--- src/rtl/qport_pkg.sv ---
package qport_pkg;

    localparam int BYTE_W  = 8;
    localparam int STRAP_W = 6;
    localparam int CNT_W   = $clog2(BYTE_W + 1);

    typedef enum logic [2:0] {
        LS_IDLE,
        LS_ADDR,
        LS_AACK,
        LS_WDATA,
        LS_WACK,
        LS_RDATA,
        LS_RACK
    } link_st_t;

    typedef struct packed {
        logic start;
        logic stop;
        logic rise;
        logic fall;
    } bus_evt_t;

    // Address byte layout: bit 7 fixed 0, bits 6..1 strap, bit 0 direction.
    function automatic logic addr_hit(input logic [BYTE_W-1:0] abyte,
                                      input logic [STRAP_W-1:0] strap);
        return abyte[BYTE_W-1:1] == {1'b0, strap};
    endfunction

    function automatic logic [BYTE_W-1:0] rising_bits(input logic [BYTE_W-1:0] old_v,
                                                      input logic [BYTE_W-1:0] new_v);
        return new_v & ~old_v;
    endfunction

endpackage

--- src/rtl/qport_busevt.sv ---
module qport_busevt
    import qport_pkg::*;
(
    input  logic     clk,
    input  logic     rst,
    input  logic     scl_i,
    input  logic     sda_i,
    output bus_evt_t evt
);
    logic scl_q;
    logic sda_q;

    always_ff @(posedge clk) begin
        if (rst) begin
            scl_q <= 1'b1;
            sda_q <= 1'b1;
        end else begin
            scl_q <= scl_i;
            sda_q <= sda_i;
        end
    end

    always_comb begin
        evt.start = scl_i & scl_q & sda_q & ~sda_i;
        evt.stop  = scl_i & scl_q & ~sda_q & sda_i;
        evt.rise  = scl_i & ~scl_q;
        evt.fall  = ~scl_i & scl_q;
    end
endmodule

--- src/rtl/qport_link.sv ---
module qport_link
    import qport_pkg::*;
(
    input  logic               clk,
    input  logic               rst,
    input  bus_evt_t           evt,
    input  logic               sda_i,
    input  logic [STRAP_W-1:0] strap_i,
    input  logic [BYTE_W-1:0]  pin_i,
    output logic               wr_stb,
    output logic [BYTE_W-1:0]  wr_data,
    output logic               rd_clr,
    output logic               sda_pull_o
);
    link_st_t          st;
    logic [CNT_W-1:0]  cnt;
    logic [BYTE_W-1:0] sh;
    logic              rw;
    logic              more;

    localparam logic [CNT_W-1:0] FULL = CNT_W'(BYTE_W);
    localparam logic [CNT_W-1:0] LAST = CNT_W'(BYTE_W - 1);

    always_ff @(posedge clk) begin
        if (rst) begin
            st   <= LS_IDLE;
            cnt  <= '0;
            sh   <= '0;
            rw   <= 1'b0;
            more <= 1'b0;
        end else if (evt.start) begin
            st  <= LS_ADDR;
            cnt <= '0;
        end else if (evt.stop) begin
            st <= LS_IDLE;
        end else begin
            unique case (st)
                LS_ADDR, LS_WDATA: begin
                    if (evt.rise && cnt != FULL) begin
                        sh  <= {sh[BYTE_W-2:0], sda_i};
                        cnt <= cnt + 1'b1;
                    end
                    if (evt.fall && cnt == FULL) begin
                        if (st == LS_WDATA) begin
                            st <= LS_WACK;
                        end else if (addr_hit(sh, strap_i)) begin
                            st <= LS_AACK;
                            rw <= sh[0];
                        end else begin
                            st <= LS_IDLE;
                        end
                    end
                end
                LS_AACK: begin
                    if (evt.rise && rw) sh <= pin_i;
                    if (evt.fall) begin
                        cnt <= '0;
                        st  <= rw ? LS_RDATA : LS_WDATA;
                    end
                end
                LS_WACK: begin
                    if (evt.fall) begin
                        cnt <= '0;
                        st  <= LS_WDATA;
                    end
                end
                LS_RDATA: begin
                    if (evt.fall) begin
                        if (cnt == LAST) begin
                            st <= LS_RACK;
                        end else begin
                            sh  <= {sh[BYTE_W-2:0], 1'b0};
                            cnt <= cnt + 1'b1;
                        end
                    end
                end
                LS_RACK: begin
                    if (evt.rise) begin
                        more <= ~sda_i;
                        if (!sda_i) sh <= pin_i;
                    end
                    if (evt.fall) begin
                        cnt <= '0;
                        st  <= more ? LS_RDATA : LS_IDLE;
                    end
                end
                default: ;
            endcase
        end
    end

    always_comb begin
        wr_stb     = (st == LS_WACK) && evt.fall && !evt.start && !evt.stop;
        wr_data    = sh;
        rd_clr     = evt.rise && ((st == LS_AACK && rw) || (st == LS_RACK && !sda_i));
        sda_pull_o = (st == LS_AACK) || (st == LS_WACK) || (st == LS_RDATA && !sh[BYTE_W-1]);
    end
endmodule

--- src/rtl/qport_pins.sv ---
module qport_pins
    import qport_pkg::*;
(
    input  logic              clk,
    input  logic              rst,
    input  logic              wr_stb,
    input  logic [BYTE_W-1:0] wr_data,
    input  logic              rd_clr,
    input  logic              scl_fall,
    input  logic [BYTE_W-1:0] pin_i,
    output logic [BYTE_W-1:0] latch_o,
    output logic [BYTE_W-1:0] boost_o,
    output logic              int_n_o
);
    logic [BYTE_W-1:0] snap;
    logic              resnap;

    always_ff @(posedge clk) begin
        if (rst) begin
            latch_o <= '1;
            boost_o <= '0;
        end else if (wr_stb) begin
            latch_o <= wr_data;
            boost_o <= rising_bits(latch_o, wr_data);
        end else if (scl_fall) begin
            boost_o <= '0;
        end
    end

    // Snapshot reload is deferred one clock so freshly driven pins settle.
    always_ff @(posedge clk) begin
        if (rst) begin
            snap    <= '1;
            resnap  <= 1'b0;
            int_n_o <= 1'b1;
        end else if (wr_stb || rd_clr) begin
            resnap  <= 1'b1;
            int_n_o <= 1'b1;
        end else if (resnap) begin
            snap    <= pin_i;
            resnap  <= 1'b0;
            int_n_o <= 1'b1;
        end else begin
            int_n_o <= (pin_i == snap);
        end
    end
endmodule

--- src/rtl/qport_i2c_slave.sv ---
module qport_i2c_slave
    import qport_pkg::*;
(
    input  logic               clk,
    input  logic               rst,
    input  logic               scl_i,
    input  logic               sda_i,
    input  logic [STRAP_W-1:0] strap_i,
    input  logic [BYTE_W-1:0]  pin_i,
    output logic               sda_pull_o,
    output logic [BYTE_W-1:0]  latch_o,
    output logic [BYTE_W-1:0]  boost_o,
    output logic               int_n_o
);
    bus_evt_t          evt;
    logic              wr_stb;
    logic              rd_clr;
    logic [BYTE_W-1:0] wr_data;

    qport_busevt u_evt (
        .clk   (clk),
        .rst   (rst),
        .scl_i (scl_i),
        .sda_i (sda_i),
        .evt   (evt)
    );

    qport_link u_link (
        .clk        (clk),
        .rst        (rst),
        .evt        (evt),
        .sda_i      (sda_i),
        .strap_i    (strap_i),
        .pin_i      (pin_i),
        .wr_stb     (wr_stb),
        .wr_data    (wr_data),
        .rd_clr     (rd_clr),
        .sda_pull_o (sda_pull_o)
    );

    qport_pins u_pins (
        .clk      (clk),
        .rst      (rst),
        .wr_stb   (wr_stb),
        .wr_data  (wr_data),
        .rd_clr   (rd_clr),
        .scl_fall (evt.fall),
        .pin_i    (pin_i),
        .latch_o  (latch_o),
        .boost_o  (boost_o),
        .int_n_o  (int_n_o)
    );
endmodule

--- config.mk ---
export PLATFORM = sky130hd
export DESIGN_NAME = qport_i2c_slave
export DESIGN_NICKNAME = d
export VERILOG_FILES = /design/src/rtl/qport_pkg.sv /design/src/rtl/qport_busevt.sv /design/src/rtl/qport_link.sv /design/src/rtl/qport_pins.sv /design/src/rtl/qport_i2c_slave.sv
export SDC_FILE = /design/constraint.sdc
export NUM_CORES = 1
export LEC_CHECK = 0
export BUFFER_PORTS_ARGS = -buffer_cell sky130_fd_sc_hd__buf_2
export CORE_ASPECT_RATIO = 1.1
export CORE_MARGIN = 2
export CORE_UTILIZATION = 50
export CTS_CLUSTER_DIAMETER = 80
export DETAILED_ROUTE_END_ITERATION = 8
export GPL_TIMING_DRIVEN = 1
export PLACE_DENSITY = 0.81
export SLEW_MARGIN = 10
export SYNTH_ARGS = -nofsm -noshare
export SYNTH_HDL_FRONTEND = slang
export SYNTH_SLANG_ARGS = --single-unit
--- constraint.sdc ---
create_clock -name clk -period 2.1 [get_ports clk]
set_clock_uncertainty 0.1 [all_clocks]
set_input_delay 0.315 -clock clk [delete_from_list [all_inputs] [get_ports clk]]
set_output_delay 0.315 -clock clk [all_outputs]
set_load 0.02 [all_outputs]
==> results.yml <==
power_and_ir_drop:
  p_switching_uw: 412
  clkPwrFrac_pct: 40.4
  comb_power_share_pct: 9.3
  p_sw_share_pct: 23.9
  power.density_nw_per_um2: 594
  p_seq_share_pct: 50.3
  leakage_nw: 1.19
  vdd_drop_max_uv: 362
  p_int_mw: 1.31
synthesis:
  async_flop_share_pct: 0
  synthCells: 284
  syn_nets: 304
  syn_area_um2: 2480
  synth_edf_count: 0
  yosys_warnings: 0
  ys_ff_latch: 45
  yosys-top-cells-area: "dfxtp_1 36%, xor2_1 5.3%, nand2_1 4.7%, mux2_4 4.2%, nand3_1 4.2%"
  yosys.area.top_type_share_pct: 36.3
  syn_area_per_cell_um2: 8.73
  synthFlopType: "dfxtp_1"
  yosys-top-cells-count: "45 x dfxtp_1, 31 x nand2_1, 21 x nand3_1"
  synth.most_common_cell: "dfxtp_1"
  synth-seq-area-share_pct: 36.3
  synth.distinct_cells: 57
  yosysTopAreaCell: "dfxtp_1"
global_routing:
  grt_start_max_net_pins: 26
  grt_pass1_wl_um: 10200
  grt_pass1_vias: 2194
  antenna_found_initial: 0
  overflow: 0
  grt_usage_pct: 22.9
critical_path:
  required_ns: 1.68
  endpoint_kind: "primary output"
  crit_type: "reg -> out"
  arrival_ns: 1.62
  r2r_start: "u_link.cnt[1]"
  r2r_cells: 6
  worstReg2RegEnd: "u_link.wr_data[6]"
  cp_max_fo: 10
  ff2ff_setup_slack_ns: 0.17
  worst_setup_path_start_kind: "flop"
final_layout:
  layout-drive-gt1-share_pct: 24.9
  final_area_um2: 2900
  syn2layout_area_growth_pct: 17.1
  fin_nets: 344
  antenna-diode-count: 0
cts:
  h-tree-depth: 2
  clockBufferDepth: 2
  tritoncts: "yes"
  cts-root-buf: "clkbuf_8"
  cts_num_sinks: 45
  numCtsBuffers: 5
  path_clk_slew_ns: 0.09
  cts_post_setup_buffers_inserted: 0
  clk_latency_ns: 0.30
timing:
  min_period_ns: 2.03
  hold_violations: 0
  min_period_over_period_pct: 96.7
  tns_ns: 0
  tightest_slew_ns: 0.488
  rsz0062_at_grt: "false"
  fmax_mhz: 492
  drv_slew: 0
  setup_viol: 0
  max_slew_margin_pct: 67.4
  hold_ws_ns: 0.168
status:
  status: "finished, final reports clean"
place:
  place.gp.congestion: 0.901
  port_buffers: 35
  dp_hpwl_um: 4370
  place_area_um2: 2770
floorplanning:
  coreArea_um2: 4720
  die_w_um: 71.2
  io_pins: 36
  die_area_um2: 5540
  die_h_um: 77.9
  start_util_pct: 52.6
  num_rows: 26
drt:
  vias: 2256
  drt-initial-drc-count: 166
  routed_wl_um: 6040
  drc: 0
  ant_nets: 0
  first_pass_iters: 4
  detail_route.wl_per_cell_um: 15.8
  via_per_inst: 5.92
job:
  timing.max_cap.violations: 0
min_path:
  hp-start: "rst"
  whs_endpoint: "u_link.more"
  whs_path_depth: 2
  hold_class: "in -> reg"
-- power by group through the flow --
| stage | combinational, mW | clock [mW] | sequential, mW |
|---|---|---|---|
| 2_1_floorplan | 0.100 | 0 | 0.886 |
| 3_3_place_gp | 0.156 | 0 | 0.888 |
| 3_5_place_dp | 0.158 | 0 | 0.888 |
| 4_1_cts | 0.159 | 0.705 | 0.868 |
| 5_1_grt | 0.176 | 0.742 | 0.870 |
| 6_report | 0.161 | 0.696 | 0.869 |
-- worst max-delay path, stage by stage, from the launching register on --
cell and delay, ns:
dfxtp_1 0.41, buf_4 0.21, or2b_4 0.31, o21ai_0 0.19, buf_2 0.19
-- area by class of cell --
| cell class | instances | area, um^2 |
|---|---|---|
| Fill cell | 415 | 1810 |
| Multi-Input combinational cell | 208 | 1460 |
| Sequential cell | 45 | 902 |
| Timing Repair Buffer | 50 | 300 |
| Clock buffer | 6 | 82.6 |
| Tap cell | 56 | 70.1 |
| Inverter | 14 | 52.6 |
| Clock inverter | 2 | 37.5 |
-- logic make-up after synthesis --
group                      share of synthesized area [%]
xor gates and xnor gates                            5.30
buffers and inverters                               5.25
adders and majority gates                           1.01
muxes                                               5.05
DFF                                                 36.3
AOI/OAI and AO/OA                                   23.7
and+or+nand+nor                                     23.4
-- placed cells by master, fill, tap and decap left out, drive strengths merged, types with 2 or more instances in the layout --
cell,n
a211oi,4
a21boi,4
a21oi,13
a31oi,3
a32oi,10
buf,50
clkbuf,6
dfxtp,45
ha,2
inv,14
mux2,7
mux2i,2
nand2,31
nand2b,8
nand3,21
nand3b,5
nand4b,2
nor2,12
nor2b,10
nor3,4
nor4,3
nor4b,2
o211ai,10
o21ai,11
o21ba,2
o22ai,2
o2bb2ai,4
xor2,15
-- how the worst max path moves through the flow --
stage,from,end,cells past startpoint
after floorplan,u_link.st[0],sda_pull_o,4
after global placement,scl_i,u_link.cnt[3],5
after detailed placement,scl_i,u_link.cnt[2],5
after CTS,u_link.st[0],sda_pull_o,4
after global routing,u_link.st[0],sda_pull_o,4
final,u_link.st[0],sda_pull_o,4
-- metal layers --
| layer | GRT usage (%) | share of wire (%) | routed length (um) | vias up |
|---|---|---|---|---|
| li1 | - | - | - | 1107 |
| met1 | 27.6 | 42 | 2510 | 1091 |
| met2 | 39.7 | 53 | 3220 | 46 |
| met3 | 3.64 | 3.0 | 180 | 12 |
| met4 | 9.81 | 2.0 | 123 | 0 |
| met5 | 0 | 0 | 0 | - |
-- what timing repair did --
item,4_1_cts,5_1_grt
pin swaps,0,0
hold buffers,0,0
gates resized for setup,1,2
endpoints found under the setup margin,1,2
-- state kept, by name (all words and copies together), names as in the netlist --
signal / flops
u_pins.boost_o: 8
u_evt.scl_q: 1
u_link.wr_data: 8
u_link.cnt: 4
u_evt.sda_q: 1
u_pins.resnap: 1
u_link.more: 1
u_link.st: 3
u_pins.latch_o: 8
u_pins.int_n_o: 1
u_pins.snap: 8
u_link.rw: 1
-- stage by stage --
stage / cells / utilization, % / total power, mW / setup slack, ns
final: 381 / 61.5 / 1.73 / 0.0693
after global routing: 381 / 61.5 / 1.79 / 0.0143
after CTS: 381 / 61.4 / 1.73 / 0.0763
after detailed placement: 373 / 58.8 / 1.05 / 0.139
after global placement: 373 / 58.8 / 1.04 / 0.200
after floorplan: 284 / - / 0.987 / 0.240
Note: power is estimated with default switching activity, not from simulation.
